===== config.mk =====
export PLATFORM = sky130hd
export DESIGN_NAME = clkstop_ctl
export DESIGN_NICKNAME = d
export VERILOG_FILES = /design/src/rtl/clkstop_pkg.sv /design/src/rtl/clkstop_sync.sv /design/src/rtl/clkstop_smb.sv /design/src/rtl/clkstop_regs.sv /design/src/rtl/clkstop_gate.sv /design/src/rtl/clkstop_ctl.sv
export SDC_FILE = /design/constraint.sdc
export NUM_CORES = 1
export LEC_CHECK = 0
export BUFFER_PORTS_ARGS = -buffer_cell sky130_fd_sc_hd__buf_2
export CAP_MARGIN = 20
export CELL_PAD_IN_SITES_DETAIL_PLACEMENT = 0
export CELL_PAD_IN_SITES_GLOBAL_PLACEMENT = 1
export CORE_MARGIN = 10
export CORE_UTILIZATION = 52
export CTS_CLUSTER_DIAMETER = 100
export DETAILED_ROUTE_END_ITERATION = 7
export PLACE_DENSITY = 0.94
export RECOVER_POWER = 50
export SYNTH_ARGS = -nofsm -noshare
export SYNTH_HDL_FRONTEND = slang
export SYNTH_SLANG_ARGS = --single-unit

===== constraint.sdc =====
create_clock -name clk -period 3.7 [get_ports clk]
set_input_delay 0.925 -clock clk [delete_from_list [all_inputs] [get_ports clk]]
set_output_delay 0.925 -clock clk [all_outputs]
set_load 0.02 [all_outputs]

===== src/rtl/clkstop_pkg.sv =====
package clkstop_pkg;
  localparam int NUM_CPU = 3;
  localparam int OE_IDX  = 2;

  typedef enum logic [1:0] {
    DRV_RUN  = 2'b00,
    DRV_STOP = 2'b01,
    DRV_HIZ  = 2'b10
  } drv_e;

  typedef struct packed {
    logic               spread;
    logic               pd_tri;
    logic               aux48;
    logic               pci_en;
    logic               stop_tri;
    logic [NUM_CPU-1:0] free_run;
    logic               oe2;
  } cfg_t;

  typedef enum logic [3:0] {
    S_IDLE, S_ADDR, S_AACK, S_CMD, S_CACK,
    S_WDAT, S_WACK, S_RDAT, S_RACK, S_WAIT
  } smb_st_e;
endpackage


===== src/rtl/clkstop_sync.sv =====
module clkstop_sync #(
  parameter int           W       = 1,
  parameter int           STAGES  = 2,
  parameter logic [W-1:0] RST_VAL = '0
) (
  input  logic         clk,
  input  logic         rst_n,
  input  logic [W-1:0] d,
  output logic [W-1:0] q
);
  logic [W-1:0] stg [STAGES];

  always_ff @(posedge clk or negedge rst_n) begin
    if (!rst_n) begin
      for (int k = 0; k < STAGES; k++) stg[k] <= RST_VAL;
    end else begin
      stg[0] <= d;
      for (int k = 1; k < STAGES; k++) stg[k] <= stg[k-1];
    end
  end

  assign q = stg[STAGES-1];
endmodule


===== src/rtl/clkstop_smb.sv =====
module clkstop_smb
  import clkstop_pkg::*;
#(
  parameter logic [6:0] DEV_ADDR = 7'h69
) (
  input  logic       clk,
  input  logic       rst_n,
  input  logic       scl_s,
  input  logic       sda_s,
  input  logic [7:0] rd_data,
  output logic       wr_en,
  output logic [7:0] idx,
  output logic [7:0] wr_data,
  output logic       sda_low
);
  smb_st_e    st_q, st_n;
  logic [3:0] cnt_q, cnt_n;
  logic [7:0] sh_q, sh_n, idx_n;
  logic       rw_q, rw_n, low_n, scl_q, sda_q;
  logic       start, stop, rise, fall;

  assign start = scl_s & scl_q & sda_q & ~sda_s;
  assign stop  = scl_s & scl_q & ~sda_q & sda_s;
  assign rise  = scl_s & ~scl_q;
  assign fall  = ~scl_s & scl_q;

  always_comb begin
    st_n = st_q; cnt_n = cnt_q; sh_n = sh_q; idx_n = idx;
    rw_n = rw_q; low_n = sda_low; wr_en = 1'b0;
    if (start) begin
      st_n = S_ADDR; cnt_n = '0; low_n = 1'b0;
    end else if (stop) begin
      st_n = S_IDLE; low_n = 1'b0;
    end else begin
      case (st_q)
        S_ADDR, S_CMD, S_WDAT: begin
          if (rise && cnt_q < 4'd8) begin
            sh_n  = {sh_q[6:0], sda_s};
            cnt_n = cnt_q + 4'd1;
          end else if (fall && cnt_q == 4'd8) begin
            cnt_n = '0;
            if (st_q == S_ADDR) begin
              if (sh_q[7:1] == DEV_ADDR) begin
                st_n = S_AACK; rw_n = sh_q[0]; low_n = 1'b1;
              end else begin
                st_n = S_IDLE;
              end
            end else if (st_q == S_CMD) begin
              idx_n = sh_q; st_n = S_CACK; low_n = 1'b1;
            end else begin
              wr_en = 1'b1; st_n = S_WACK; low_n = 1'b1;
            end
          end
        end
        S_AACK: if (fall) begin
          if (rw_q) begin
            st_n = S_RDAT; sh_n = rd_data; low_n = ~rd_data[7]; cnt_n = '0;
          end else begin
            st_n = S_CMD; low_n = 1'b0;
          end
        end
        S_CACK: if (fall) begin st_n = S_WDAT; low_n = 1'b0; end
        S_WACK: if (fall) begin st_n = S_WAIT; low_n = 1'b0; end
        S_RDAT: if (fall) begin
          if (cnt_q == 4'd7) begin
            st_n = S_RACK; low_n = 1'b0;
          end else begin
            cnt_n = cnt_q + 4'd1; sh_n = {sh_q[6:0], 1'b0}; low_n = ~sh_q[6];
          end
        end
        S_RACK: if (rise) st_n = S_WAIT;
        default: ;
      endcase
    end
  end

  assign wr_data = sh_q;

  always_ff @(posedge clk or negedge rst_n) begin
    if (!rst_n) begin
      st_q <= S_IDLE; cnt_q <= '0; sh_q <= '0; idx <= '0;
      rw_q <= 1'b0; sda_low <= 1'b0; scl_q <= 1'b1; sda_q <= 1'b1;
    end else begin
      st_q <= st_n; cnt_q <= cnt_n; sh_q <= sh_n; idx <= idx_n;
      rw_q <= rw_n; sda_low <= low_n; scl_q <= scl_s; sda_q <= sda_s;
    end
  end
endmodule


===== src/rtl/clkstop_regs.sv =====
module clkstop_regs
  import clkstop_pkg::*;
(
  input  logic       clk,
  input  logic       rst_n,
  input  logic       wr_en,
  input  logic [7:0] idx,
  input  logic [7:0] wr_data,
  input  logic       cpu_stop_n_s,
  input  logic       pci_int,
  input  logic [2:0] fsel_s,
  input  logic       mult0_s,
  output cfg_t       cfg,
  output logic [7:0] rd_data
);
  cfg_t cfg_n;

  always_comb begin
    cfg_n = cfg;
    if (wr_en && idx == 8'd0) begin
      cfg_n.spread = wr_data[7];
      cfg_n.pd_tri = wr_data[6];
      cfg_n.aux48  = wr_data[5];
      cfg_n.pci_en = wr_data[3];
    end else if (wr_en && idx == 8'd1) begin
      cfg_n.stop_tri = wr_data[6];
      cfg_n.free_run = wr_data[5:3];
      cfg_n.oe2      = wr_data[2];
    end
  end

  always_ff @(posedge clk or negedge rst_n) begin
    if (!rst_n) begin
      cfg        <= '0;
      cfg.pci_en <= 1'b1;
      cfg.oe2    <= 1'b1;
    end else begin
      cfg <= cfg_n;
    end
  end

  always_comb begin
    case (idx)
      8'd0:    rd_data = {cfg.spread, cfg.pd_tri, cfg.aux48, cpu_stop_n_s, pci_int, fsel_s};
      8'd1:    rd_data = {mult0_s, cfg.stop_tri, cfg.free_run, cfg.oe2, 2'b00};
      default: rd_data = 8'h00;
    endcase
  end
endmodule


===== src/rtl/clkstop_gate.sv =====
module clkstop_gate
  import clkstop_pkg::*;
#(
  parameter int N_OUT = NUM_CPU
) (
  input  logic               clk,
  input  logic               rst_n,
  input  cfg_t               cfg,
  input  logic               pd_n_s,
  input  logic               cpu_stop_n_s,
  input  logic [N_OUT-1:0]   ref_s,
  output logic [2*N_OUT-1:0] drv
);
  for (genvar i = 0; i < N_OUT; i++) begin : g_out
    drv_e req, cur;

    always_comb begin
      if (i == OE_IDX && !cfg.oe2)
        req = DRV_HIZ;
      else if (!pd_n_s)
        req = (cfg.pd_tri || cfg.stop_tri) ? DRV_HIZ : DRV_STOP;
      else if (!cpu_stop_n_s && !cfg.free_run[i])
        req = cfg.stop_tri ? DRV_HIZ : DRV_STOP;
      else
        req = DRV_RUN;
    end

    always_ff @(posedge clk or negedge rst_n) begin
      if (!rst_n)        cur <= DRV_RUN;
      else if (!ref_s[i]) cur <= req;
    end

    assign drv[2*i +: 2] = cur;
  end
endmodule


===== src/rtl/clkstop_ctl.sv =====
module clkstop_ctl
  import clkstop_pkg::*;
#(
  parameter logic [6:0] DEV_ADDR    = 7'h69,
  parameter int         SYNC_STAGES = 2
) (
  input  logic                 clk,
  input  logic                 rst_n,
  input  logic                 scl,
  input  logic                 sda_i,
  output logic                 sda_pull_low,
  input  logic                 pd_n,
  input  logic                 cpu_stop_n,
  input  logic                 pci_stop_n,
  input  logic [2:0]           fsel,
  input  logic                 mult0,
  input  logic [NUM_CPU-1:0]   ref_clk,
  output logic [2*NUM_CPU-1:0] drive_state,
  output logic                 spread_en,
  output logic                 aux_sel_48m,
  output logic                 pci_stop_n_int
);
  logic               scl_s, sda_s, pd_n_s, cpu_stop_n_s, pci_s, mult0_s, wr_en, pci_int;
  logic [2:0]         fsel_s;
  logic [NUM_CPU-1:0] ref_s;
  logic [7:0]         idx, wr_data, rd_data;
  cfg_t               cfg;

  clkstop_sync #(.W(2), .STAGES(SYNC_STAGES), .RST_VAL(2'b11)) u_bus_sync (
    .clk(clk), .rst_n(rst_n), .d({scl, sda_i}), .q({scl_s, sda_s}));

  clkstop_sync #(.W(7), .STAGES(SYNC_STAGES), .RST_VAL(7'b1110000)) u_pin_sync (
    .clk(clk), .rst_n(rst_n),
    .d({pd_n, cpu_stop_n, pci_stop_n, mult0, fsel}),
    .q({pd_n_s, cpu_stop_n_s, pci_s, mult0_s, fsel_s}));

  clkstop_sync #(.W(NUM_CPU), .STAGES(SYNC_STAGES), .RST_VAL('0)) u_ref_sync (
    .clk(clk), .rst_n(rst_n), .d(ref_clk), .q(ref_s));

  clkstop_smb #(.DEV_ADDR(DEV_ADDR)) u_smb (
    .clk(clk), .rst_n(rst_n), .scl_s(scl_s), .sda_s(sda_s), .rd_data(rd_data),
    .wr_en(wr_en), .idx(idx), .wr_data(wr_data), .sda_low(sda_pull_low));

  assign pci_int = cfg.pci_en & pci_s;

  clkstop_regs u_regs (
    .clk(clk), .rst_n(rst_n), .wr_en(wr_en), .idx(idx), .wr_data(wr_data),
    .cpu_stop_n_s(cpu_stop_n_s), .pci_int(pci_int), .fsel_s(fsel_s),
    .mult0_s(mult0_s), .cfg(cfg), .rd_data(rd_data));

  clkstop_gate #(.N_OUT(NUM_CPU)) u_gate (
    .clk(clk), .rst_n(rst_n), .cfg(cfg), .pd_n_s(pd_n_s),
    .cpu_stop_n_s(cpu_stop_n_s), .ref_s(ref_s), .drv(drive_state));

  assign spread_en      = cfg.spread;
  assign aux_sel_48m    = cfg.aux48;
  assign pci_stop_n_int = pci_int;
endmodule


==> results.txt <==
The total count of max-transition violations in the final report is 0. The post-cts resize count is 0. By area, the combinational part of the netlist is dominated by simple AND/OR/NAND/NOR gates. The post-route minimum period is 2.52 ns. Together, buffers and inverters on the worst path number 2. The worst-case headroom to the max-slew limit came out at 0.0611. The routed length per placed instance is 17.2 µm. Before antenna repair, the detailed router went through 4 iterations. The leakage power is 1.57 nW.

The final hold violation count is 0. For this run, the leading register cell type out of synthesis is sky130_fd_sc_hd__dfrtp_1. Counting every net in the synthesized netlist gives 260. Setup total negative slack on the finished layout was measured at 0 ns. The library cell used as clock root buffer is sky130_fd_sc_hd__clkbuf_8. The via count of the routed design is 2030. The final wirelength came out at 5980 µm. For this run, the register share of the synthesized area comes to 0.555.

The maximum resistive drop on vdd is 0.392 mV. The critical path goes through clkbuf_1, clkbuf_2. The post-detailed-route count of antenna-violating nets came out at 0. The startpoint identified for the worst hold timing path is u_pin_sync.stg[9]. The starting utilization of the core area came out at 0.544. Buffers added to address setup during post-CTS repair amount to 0. The fraction of final layout cells sized beyond drive strength 1 came out at 0.337. The remaining design rule violation count came out at 0.

The number of antenna violations at the first check in global routing came out at 0. The highest clock frequency the design can meet came out at 397 MHz. Detailed placement finished with a half-perimeter wire length of 4230 µm. Setup repair after global routing left no endpoint under its margin. The clock edge transition at the registers on the reported setup and hold paths is 0.07 ns. The number of synthesized flops with an enable pin is 0.

The core outline area is 0.00561 mm². The part of the cycle the worst path needs is 0.682. The number of clock buffers inserted by TritonCTS came out at 9.

The average instance in the mapped netlist occupies 12.5 µm². After detailed placement, the design holds a cell count of 332. The adder and majority gate portion of the synthesized area is 0.00820. The least setup slack across all paths after layout is 1.18 ns. The H-tree generated during clock tree synthesis spans 3 levels. The DRC violation total after the first TritonRoute iteration is 201.

The instance area at placement came out at 0.00321 mm². In this run the core area contains 27 standard-cell rows. The data arrival time of the critical path is 2.85 ns.

The min-delay analysis places its worst path in the category flop to flop. The instance count of the mapped netlist came out at 244. The worst-case register-to-register setup slack is 1.61 ns.

TritonCTS built the clock tree. The total of hold buffers inserted after clock tree synthesis is 0. In this design, the stage delay of the slowest critical-path cell is 1.00 ns. The global-route congestion overflow total is 0. The final cell count without fillers came out at 348. The endpoint identified for the worst register-to-register timing path is u_regs.cfg[8].

In this run the horizontal extent of the chip is 96.6 µm. The wire length of the first global-routing pass is 10100 µm. The boundary pin count is 24.

The via count of the first global-routing pass was 2119. The most common library cell in the layout ignoring fill and taps is sky130_fd_sc_hd__dfrtp_1. In this run the vertical extent of the chip is 96.6 µm. The run finished with clean final reports. For this design, the sink count on the clock tree is 67.

The final count of negative-setup-slack endpoints is 0. The per-cell via count in the routed design is 5.83. The critical path required time is 4.03 ns. Among all stages on the critical path, the largest delay is contributed by sky130_fd_sc_hd__clkbuf_1.

Counting instances, the worst hold path has a depth of 0. In the layout the commonest cells are sky130_fd_sc_hd__dfrtp_1 (53), sky130_fd_sc_hd__buf_2 (22), sky130_fd_sc_hd__mux2_2 (21), sky130_fd_sc_hd__nand2_1 (19), sky130_fd_sc_hd__o21ai_0 (14). The count of distinct cell types in the synthesized netlist is 57. STA classifies the critical path endpoint as an async pin. The area growth from synthesis to layout is 12.1%. The die covers 0.00933 mm². The number of cells on the worst reg-to-reg path is 5.

The kind of critical path is input pin to async pin. For this run, the share of the core covered by cells in the final layout is 0.610. For the final database, setup skew stands at 0.0120 ns. The destination of the worst hold path is u_pin_sync.q[2]. The area share of xor/xnor cells in the synthesized design came out at 0.00287. The number of nets in the final layout is 287. The startpoint of the lowest-slack register-to-register path is u_smb.st_q[0]. Of the total synthesized cell area, the portion taken by AND, OR, NAND and NOR gates is 0.159. STA classifies the critical path startpoint as an input pin.

The worst-case hold slack came out at 0.348 ns. The final RePlAce weighted congestion is 0.942. The largest net degree at the start of global routing came out at 42. The overall power is 2.25 mW.

Buffers placed on the I/O ports in this run total 23. The slew at the pin closest to its max-slew limit came out at 1.41 ns. Across the run, the number of max-cap violations was 0. The antenna diode count is 0. The total routing resource utilization after global routing came out at 0.130. The ratio of total power to cell area came out at 659 mW/mm². The placement-stage worst setup slack came out at 1.67 ns. The number of flip-flops and latches in the synthesized netlist came out at 67. The complex-gate fraction of the synthesized area is 0.106. For the worst-skew pair, the clock arrives at the later sink with an insertion delay of 0.35 ns. With fillers left out, the area of the finished cells amounts to 0.00342 mm². The post-synthesis mux area share is 0.146. The total standard cell area after synthesis is 0.00305 mm². The fraction of synthesis flops using an asynchronous set or reset pin came out at 1.00. The maximum root-to-sink buffer count is 2. The category of cells accounting for the largest share of critical-path delay is buffers and inverters.

The number of warning messages in the yosys log came out at 0. The largest fanout on the critical path came out at 41.
## worst max-delay path by stage
stage | slack, ns | startpoint | depth (start not counted) | to
after floorplan | 1.81 | u_smb.cnt_q[0] | 7 | u_smb.idx[0]
after global placement | 1.66 | u_smb.st_q[2] | 4 | u_smb.wr_data[1]
after detailed placement | 1.67 | u_smb.st_q[2] | 4 | u_smb.wr_data[1]
after CTS | 1.54 | u_regs.cfg[5] | 2 | pci_stop_n_int
after global routing | 0.76 | rst_n | 2 | u_smb.wr_data[4]
final | 1.18 | rst_n | 2 | u_smb.wr_data[4]
## worst reg2reg max path, stage by stage (launching register included)
cell                       delay, ns
sky130_fd_sc_hd__dfrtp_1        0.69
sky130_fd_sc_hd__nand2b_1       0.22
sky130_fd_sc_hd__nor3_2         0.26
sky130_fd_sc_hd__o21a_1         0.19
sky130_fd_sc_hd__and3b_1        0.26
sky130_fd_sc_hd__mux2_2         0.36
## metal layers
metal	vias to the layer above	GRT usage	part of all wire
met4	0	0.0800	0.025
li1	953	-	-
met5	-	0	0
met3	12	0.0291	0.041
met1	1012	0.168	0.48
met2	53	0.191	0.45
## logic make-up after synthesis
family | after synthesis
AO/OA/AOI/OAI | 45
buffers and inverters | 12
AND/OR/NAND/NOR | 80
flip-flops | 67
adder cells (fa/ha/maj) | 2
XOR/XNOR | 1
multiplexers | 37
## sequential cells by signal (all words and copies together), names as in the netlist
register          cells
u_smb.scl_q           1
u_smb.wr_data         8
u_regs.cfg            9
u_bus_sync.q          2
u_smb.sda_low         1
u_smb.cnt_q           4
u_smb.rw_q            1
u_bus_sync.stg        2
u_ref_sync.q          3
u_smb.idx             8
u_pin_sync.stg        7
u_smb.sda_q           1
u_ref_sync.stg        3
u_smb.st_q            4
u_gate.g_out.cur      6
u_pin_sync.q          7
## cells in the mapped netlist (3+ instances only)
cell | instances | share of area
sky130_fd_sc_hd__a21oi_1 | 3 | 0.0049
sky130_fd_sc_hd__a22o_1 | 4 | 0.011
sky130_fd_sc_hd__a31oi_1 | 3 | 0.0062
sky130_fd_sc_hd__a32o_1 | 3 | 0.0098
sky130_fd_sc_hd__and3_1 | 3 | 0.0062
sky130_fd_sc_hd__buf_2 | 4 | 0.0066
sky130_fd_sc_hd__dfrtp_1 | 53 | 0.43
sky130_fd_sc_hd__dfstp_2 | 14 | 0.12
sky130_fd_sc_hd__inv_1 | 4 | 0.0049
sky130_fd_sc_hd__mux2_2 | 21 | 0.077
sky130_fd_sc_hd__mux2_4 | 10 | 0.049
sky130_fd_sc_hd__mux2i_1 | 6 | 0.020
sky130_fd_sc_hd__nand2_1 | 19 | 0.023
sky130_fd_sc_hd__nand2b_1 | 8 | 0.016
sky130_fd_sc_hd__nand3_1 | 7 | 0.011
sky130_fd_sc_hd__nor2_1 | 9 | 0.011
sky130_fd_sc_hd__nor2b_1 | 3 | 0.0062
sky130_fd_sc_hd__nor3_1 | 3 | 0.0049
sky130_fd_sc_hd__o21ai_0 | 14 | 0.023
sky130_fd_sc_hd__o22ai_1 | 3 | 0.0062
## power by group
group          leakage (nW)  switching, mW  internal (mW)
Combinational         0.636          0.325          0.293
Sequential            0.824          0.172          0.830
Clock                 0.106          0.285          0.350
Total                  1.57          0.781           1.47
## layout make-up
cell class	instances	area [µm²]
Clock inverter	5	60.1
Clock buffer	11	151
Inverter	4	15.0
Fill cell	461	2190
Tap cell	72	90.1
Multi-Input combinational cell	165	1290
Sequential cell	67	1690
Timing Repair Buffer	24	119
(Power assumes the default switching activity.)
